==> src/rtl/i2c_ctrl_pkg.sv <==
package i2c_ctrl_pkg;

    localparam int WORD_W  = 16;
    localparam int B_EN    = 0;
    localparam int B_MST   = 1;
    localparam int B_MODE  = 2;
    localparam int B_STR   = 4;
    localparam int B_ACK   = 5;
    localparam int B_STA   = 6;
    localparam int B_STO   = 7;
    localparam int B_ABT   = 8;

    typedef struct packed {
        logic abort;
        logic ack;
        logic stretch;
        logic mode;
        logic mst;
        logic en;
    } cfg_t;

    typedef struct packed {
        logic start;
        logic stop;
    } req_t;

    typedef struct packed {
        logic busy;
        logic abort_done;
        logic rw_valid;
        logic rw_bit;
        logic addr_match;
        logic arb_lost;
        logic gen_call;
    } eng_t;

    function automatic cfg_t word_to_cfg(input logic [WORD_W-1:0] w);
        cfg_t c;
        c.en      = w[B_EN];
        c.mst     = w[B_MST];
        c.mode    = w[B_MODE];
        c.stretch = w[B_STR];
        c.ack     = w[B_ACK];
        c.abort   = w[B_ABT];
        return c;
    endfunction

    function automatic req_t word_to_req(input logic [WORD_W-1:0] w);
        req_t r;
        r.start = w[B_STA];
        r.stop  = w[B_STO];
        return r;
    endfunction

    function automatic logic [WORD_W-1:0] pack_word(input cfg_t c, input req_t r);
        logic [WORD_W-1:0] w;
        w         = '0;
        w[B_EN]   = c.en;
        w[B_MST]  = c.mst;
        w[B_MODE] = c.mode;
        w[B_STR]  = c.stretch;
        w[B_ACK]  = c.ack;
        w[B_STA]  = r.start;
        w[B_STO]  = r.stop;
        w[B_ABT]  = c.abort;
        return w;
    endfunction

endpackage

==> src/rtl/i2c_cfg_next.sv <==
module i2c_cfg_next
    import i2c_ctrl_pkg::*;
(
    input  cfg_t cur,
    input  logic wr_vld,
    input  cfg_t wr,
    input  eng_t eng,
    output cfg_t nxt
);
    logic hw_mst_clr;
    logic en_open;
    logic locked_open;

    assign hw_mst_clr  = eng.addr_match | eng.arb_lost | eng.gen_call;
    assign en_open     = wr_vld & (~eng.busy | cur.abort);
    assign locked_open = wr_vld & ~eng.busy;

    always_comb begin
        nxt = cur;

        // enable: frozen while busy unless an abort is running
        if (en_open) nxt.en = wr.en;

        // master: hardware clear beats the write
        if (locked_open) nxt.mst = wr.mst;
        if (hw_mst_clr)  nxt.mst = 1'b0;

        // direction: software owns it only in master mode
        if (cur.mst) begin
            if (locked_open) nxt.mode = wr.mode;
        end else if (eng.rw_valid) begin
            nxt.mode = eng.rw_bit;
        end

        // stretch select: always writable
        if (wr_vld) nxt.stretch = wr.stretch;

        // acknowledge: held at NACK during abort
        if (cur.abort)   nxt.ack = 1'b1;
        else if (wr_vld) nxt.ack = wr.ack;

        // abort status: cleared by completion or by a disabled controller
        if (wr_vld)                     nxt.abort = wr.abort;
        if (eng.abort_done || !nxt.en)  nxt.abort = 1'b0;
    end

endmodule

==> src/rtl/i2c_req_next.sv <==
module i2c_req_next
    import i2c_ctrl_pkg::*;
(
    input  req_t cur,
    input  logic wr_vld,
    input  req_t wr,
    input  logic start_done,
    input  logic stop_done,
    input  logic timeout,
    input  logic en_nxt,
    input  logic mst_nxt,
    output req_t nxt,
    output logic bad
);
    logic both_set;
    logic start_on_stop;
    logic stop_on_start;

    assign both_set      = wr_vld & wr.start & wr.stop;
    assign start_on_stop = wr_vld & wr.start & ~wr.stop & cur.stop;
    assign stop_on_start = wr_vld & wr.stop & ~wr.start & cur.start;
    assign bad           = both_set | start_on_stop | stop_on_start;

    always_comb begin
        nxt = cur;
        if (both_set)         nxt = '0;
        else if (wr_vld && !bad) nxt = wr;

        if (start_done || timeout) nxt.start = 1'b0;
        if (stop_done)             nxt.stop  = 1'b0;
        if (!en_nxt || !mst_nxt)   nxt       = '0;
    end

endmodule

==> src/rtl/i2c_ctrl_reg.sv <==
module i2c_ctrl_reg
    import i2c_ctrl_pkg::*;
#(
    parameter int DATA_W = 16
) (
    input  logic              clk,
    input  logic              rst,
    input  logic              wr_en,
    input  logic [DATA_W-1:0] wr_data,
    output logic [DATA_W-1:0] rd_data,
    input  logic              busy,
    input  logic              start_done,
    input  logic              stop_done,
    input  logic              timeout,
    input  logic              abort_done,
    input  logic              rw_valid,
    input  logic              rw_bit,
    input  logic              addr_match,
    input  logic              arb_lost,
    input  logic              gen_call,
    output logic              en_o,
    output logic              master_o,
    output logic              rx_mode_o,
    output logic              stretch8_o,
    output logic              nack_o,
    output logic              start_req_o,
    output logic              stop_req_o,
    output logic              bad_req_o
);
    localparam int USE_W = (DATA_W < WORD_W) ? DATA_W : WORD_W;

    logic [WORD_W-1:0] wr_word;
    logic [WORD_W-1:0] cur_word;
    cfg_t cfg_q, cfg_d, cfg_wr;
    req_t req_q, req_d, req_wr;
    eng_t eng;
    logic bad_d, bad_q;
    logic unused_bits;

    always_comb begin
        wr_word = '0;
        wr_word[USE_W-1:0] = wr_data[USE_W-1:0];
    end

    assign unused_bits = ^{wr_word[WORD_W-1:B_ABT+1], wr_word[3]};

    assign cfg_wr = word_to_cfg(wr_word);
    assign req_wr = word_to_req(wr_word);

    assign eng = '{busy: busy, abort_done: abort_done, rw_valid: rw_valid,
                   rw_bit: rw_bit, addr_match: addr_match, arb_lost: arb_lost,
                   gen_call: gen_call};

    i2c_cfg_next u_cfg (
        .cur    (cfg_q),
        .wr_vld (wr_en),
        .wr     (cfg_wr),
        .eng    (eng),
        .nxt    (cfg_d)
    );

    i2c_req_next u_req (
        .cur        (req_q),
        .wr_vld     (wr_en),
        .wr         (req_wr),
        .start_done (start_done),
        .stop_done  (stop_done),
        .timeout    (timeout),
        .en_nxt     (cfg_d.en),
        .mst_nxt    (cfg_d.mst),
        .nxt        (req_d),
        .bad        (bad_d)
    );

    always_ff @(posedge clk) begin
        if (rst) begin
            cfg_q <= '0;
            req_q <= '0;
            bad_q <= 1'b0;
        end else begin
            cfg_q <= cfg_d;
            req_q <= req_d;
            bad_q <= bad_d;
        end
    end

    assign cur_word = pack_word(cfg_q, req_q);

    generate
        if (DATA_W > WORD_W) begin : g_wide
            assign rd_data = {{(DATA_W-WORD_W){1'b0}}, cur_word};
        end else begin : g_fit
            assign rd_data = cur_word[DATA_W-1:0];
        end
    endgenerate

    assign en_o        = cfg_q.en;
    assign master_o    = cfg_q.mst;
    assign rx_mode_o   = cfg_q.mode;
    assign stretch8_o  = cfg_q.stretch;
    assign nack_o      = cfg_q.ack;
    assign start_req_o = req_q.start;
    assign stop_req_o  = req_q.stop;
    assign bad_req_o   = bad_q;


    req_gated_chk: assert property (@(posedge clk) disable iff (rst)
        (!en_o || !master_o) |-> (!start_req_o && !stop_req_o));


    req_exclusive_chk: assert property (@(posedge clk) disable iff (rst)
        !(start_req_o && stop_req_o));


    start_clear_chk: assert property (@(posedge clk) disable iff (rst)
        (start_done || timeout) |=> !start_req_o);


    stop_clear_chk: assert property (@(posedge clk) disable iff (rst)
        stop_done |=> !stop_req_o);


    abort_nack_chk: assert property (@(posedge clk) disable iff (rst)
        rd_data[B_ABT] |=> nack_o);


    master_drop_chk: assert property (@(posedge clk) disable iff (rst)
        (addr_match || arb_lost || gen_call) |=> !master_o);


    busy_master_chk: assert property (@(posedge clk) disable iff (rst)
        (busy && !addr_match && !arb_lost && !gen_call) |=> (master_o == $past(master_o)));


    reserved_zero_chk: assert property (@(posedge clk) disable iff (rst)
        (rd_data[3] == 1'b0) && (rd_data[DATA_W-1:B_ABT+1] == '0));

endmodule

==> config.mk <==
export PLATFORM = sky130hd
export DESIGN_NAME = i2c_ctrl_reg
export DESIGN_NICKNAME = d
export VERILOG_FILES = /design/src/rtl/i2c_ctrl_pkg.sv /design/src/rtl/i2c_cfg_next.sv /design/src/rtl/i2c_req_next.sv /design/src/rtl/i2c_ctrl_reg.sv
export SDC_FILE = /design/constraint.sdc
export NUM_CORES = 1
export LEC_CHECK = 0
export BUFFER_PORTS_ARGS = -buffer_cell sky130_fd_sc_hd__clkbuf_2
export CORE_MARGIN = 10
export CORE_UTILIZATION = 38
export DETAILED_ROUTE_END_ITERATION = 16
export MAX_ROUTING_LAYER = met4
export PLACE_DENSITY = 0.9
export SLEW_MARGIN = 0
export SYNTH_ARGS = -nofsm -noshare
export SYNTH_HDL_FRONTEND = slang
export SYNTH_HIERARCHICAL = 1
export SYNTH_SLANG_ARGS = --single-unit
==> constraint.sdc <==
create_clock -name clk -period 3.6 [get_ports clk]
set_input_delay 0.54 -clock clk [delete_from_list [all_inputs] [get_ports clk]]
set_output_delay 0.54 -clock clk [all_outputs]
set_load 0.05 [all_outputs]
==> impl_metrics.yaml <==
sta:
  rsz0062_at_grt: "false"
  fin_skew_ps: 6.12
  maxSlewViolCount: 0
  whs_ps: 556
  setup-tns-final_ps: 0
  fmax_mhz: 621
  finalCritPeriodShare_pct: 44.7
  period_minus_slack_ps: 1610
  finalSetupViolCount: 0
  hold_viol_final: 0
logic_synthesis:
  synthesis.area_um2: 588
  synth_seq_cells: 9
  ys.flop_type: "dfxtp_1"
  netlist_instances: 65
  ys_types: 25
  ys_seq_area_share_pct: 30.6
  avgSynthCellArea_um2: 9.05
  synthArstFlopShare_pct: 0
  ys_warn_count: 6
  synth_edf_count: 0
drt:
  drtIter0Drc: 13
  drt-total-wl_um: 1450
  drc: 0
  vias_per_cell: 4.46
  postRouteAntennaNets: 0
  routedWlPerCell_um: 12.9
  vias: 500
  firstDrtPassIters: 4
setup_path:
  worstSetupEndpointType: "flip-flop"
  arrival_ps: 1810
  crit_path_max_fanout: 11
  start_kind: "primary input"
  critPathKind: "primary input to flip-flop"
  worstPathRequired_ps: 3800
cells_and_area:
  fillers: 150
  fin_nets: 126
  diodes: 0
  multi_input_area_um2: 307
  final_cell_mix: "clkbuf_2 (36), nor2b_1 (10), dfxtp_1 (9)"
  syn_to_final_growth_pct: 21.9
  final_common_cell: "clkbuf_2"
  seqCellArea_um2: 180
  drive_above_1_share_pct: 47.9
cts:
  clock_path_buffers: 2
  cts-resized-gates: 0
  clk_latency_ps: 260
  postCtsSetupRepairBufs: 0
  clock-sinks: 9
  cts-root-buf: "clkbuf_4"
  htree_num_levels: 1
  postCtsHoldBufs: 0
  cts_buffers: 3
  cts_tree: "yes"
  clk_pin_slew_ps: 60
floorplan:
  die-area_um2: 3520
  rows: 14
  dieHeight_um: 59.3
  die-width_um: 59.3
  floorplan.initialDensity_pct: 39.5
  coreArea_um2: 1490
  ioPinCount: 53
placement:
  portBuffers: 36
  place_congestion: 0.761
  dp_hpwl_um: 1290
global_routing:
  grt_max_degree: 12
  antenna_found_initial: 0
  grt_pass1_wl_um: 2220
  grt_usage_pct: 8.18
  grt_pass1_vias: 520
  grt_overflow: 0
power_and_ir_drop:
  p_leak_nw: 0.379
  ir_worst_vdd_mv: 0.112
  power_density_nw_per_um2: 353
hold_path:
  hold_class: "primary input to flip-flop"
run_status:
  status: "completed"
flow_run:
  drv_cap: 0
[power by group]
part           total, mW  switching [mW]  leakage [nW]  internal, mW
clock             0.0753          0.0327        0.0150        0.0426
combinational     0.0732          0.0528         0.290        0.0204
sequential         0.104         0.00188        0.0733         0.103
[worst paths after layout]
| check | from | endpoint | slack (ps) | cells after the start |
|---|---|---|---|---|
| worst max-delay path | wr_en | start_req_o | 1990 | 8 |
| worst min-delay path | abort_done | rd_data[8] | 560 | 3 |
| worst max register to register | master_o | start_req_o | 2280 | 6 |
| worst min register to register | rx_mode_o | rx_mode_o | 610 | 2 |
[metrics by stage]
step / total power [mW] / util (%) / cells / worst slack (ps) / instance area (um2)
after floorplan: 0.169 / - / 72 / 1990 / 614
after global placement: 0.178 / 46.4 / 108 / 1730 / 691
after detailed placement: 0.180 / 46.4 / 108 / 1690 / 691
after CTS: 0.258 / 48.2 / 112 / 1970 / 717
after global routing: 0.269 / 48.2 / 112 / 1790 / 717
final: 0.253 / 48.2 / 112 / 1990 / 717
[final cells by class]
cell class,count,share of cell area [%]
multi-input cells,46,42.8
flip-flops and latches,9,25.1
repair buffers,36,25.1
clock buffers,4,3.66
well taps,16,2.79
inverters,1,0.524
[flip-flops by register name, summed over array words and instances (netlist names)]
signal       flops
bad_req_o        1
rd_data          1
stretch8_o       1
master_o         1
nack_o           1
en_o             1
start_req_o      1
stop_req_o       1
rx_mode_o        1
[cell families after synthesis]
kind of cell | Yosys count | share of synthesized area [%]
AND/OR/NAND/NOR | 25 | 29.4
buffers and inverters | 17 | 21.7
flip-flops | 9 | 30.6
AO/OA/AOI/OAI | 8 | 9.15
multiplexers | 4 | 7.02
XOR/XNOR | 1 | 1.49
other | 1 | 0.638
[critical path, cell delays in order]
cell	delay [ps]
clkbuf_2	210
nor2b_4	210
mux2i_1	90
nor4_2	180
nand2_1	90
a21oi_1	140
nor4b_2	190
nor2b_1	140
[metal layers]
metal / global-route usage (%) / up-vias / part of all wire, %
met5: - / - / 0
met4: 5.90 / 0 / 1.7
met3: 3.00 / 2 / 15
met2: 13.1 / 33 / 45
met1: 7.96 / 210 / 38
li1: - / 255 / -
[cell usage after synthesis (2+ instances only)]
cell type | instances | area [um2]
nor2b_1 | 10 | 62.6
o21ai_0 | 2 | 10.0
nand2_1 | 4 | 15.0
dfxtp_1 | 9 | 180
a21oi_1 | 2 | 10.0
buf_4 | 15 | 113
nor2_1 | 3 | 11.3
mux2i_1 | 3 | 30.0
Power figures use the tool's default switching activity.
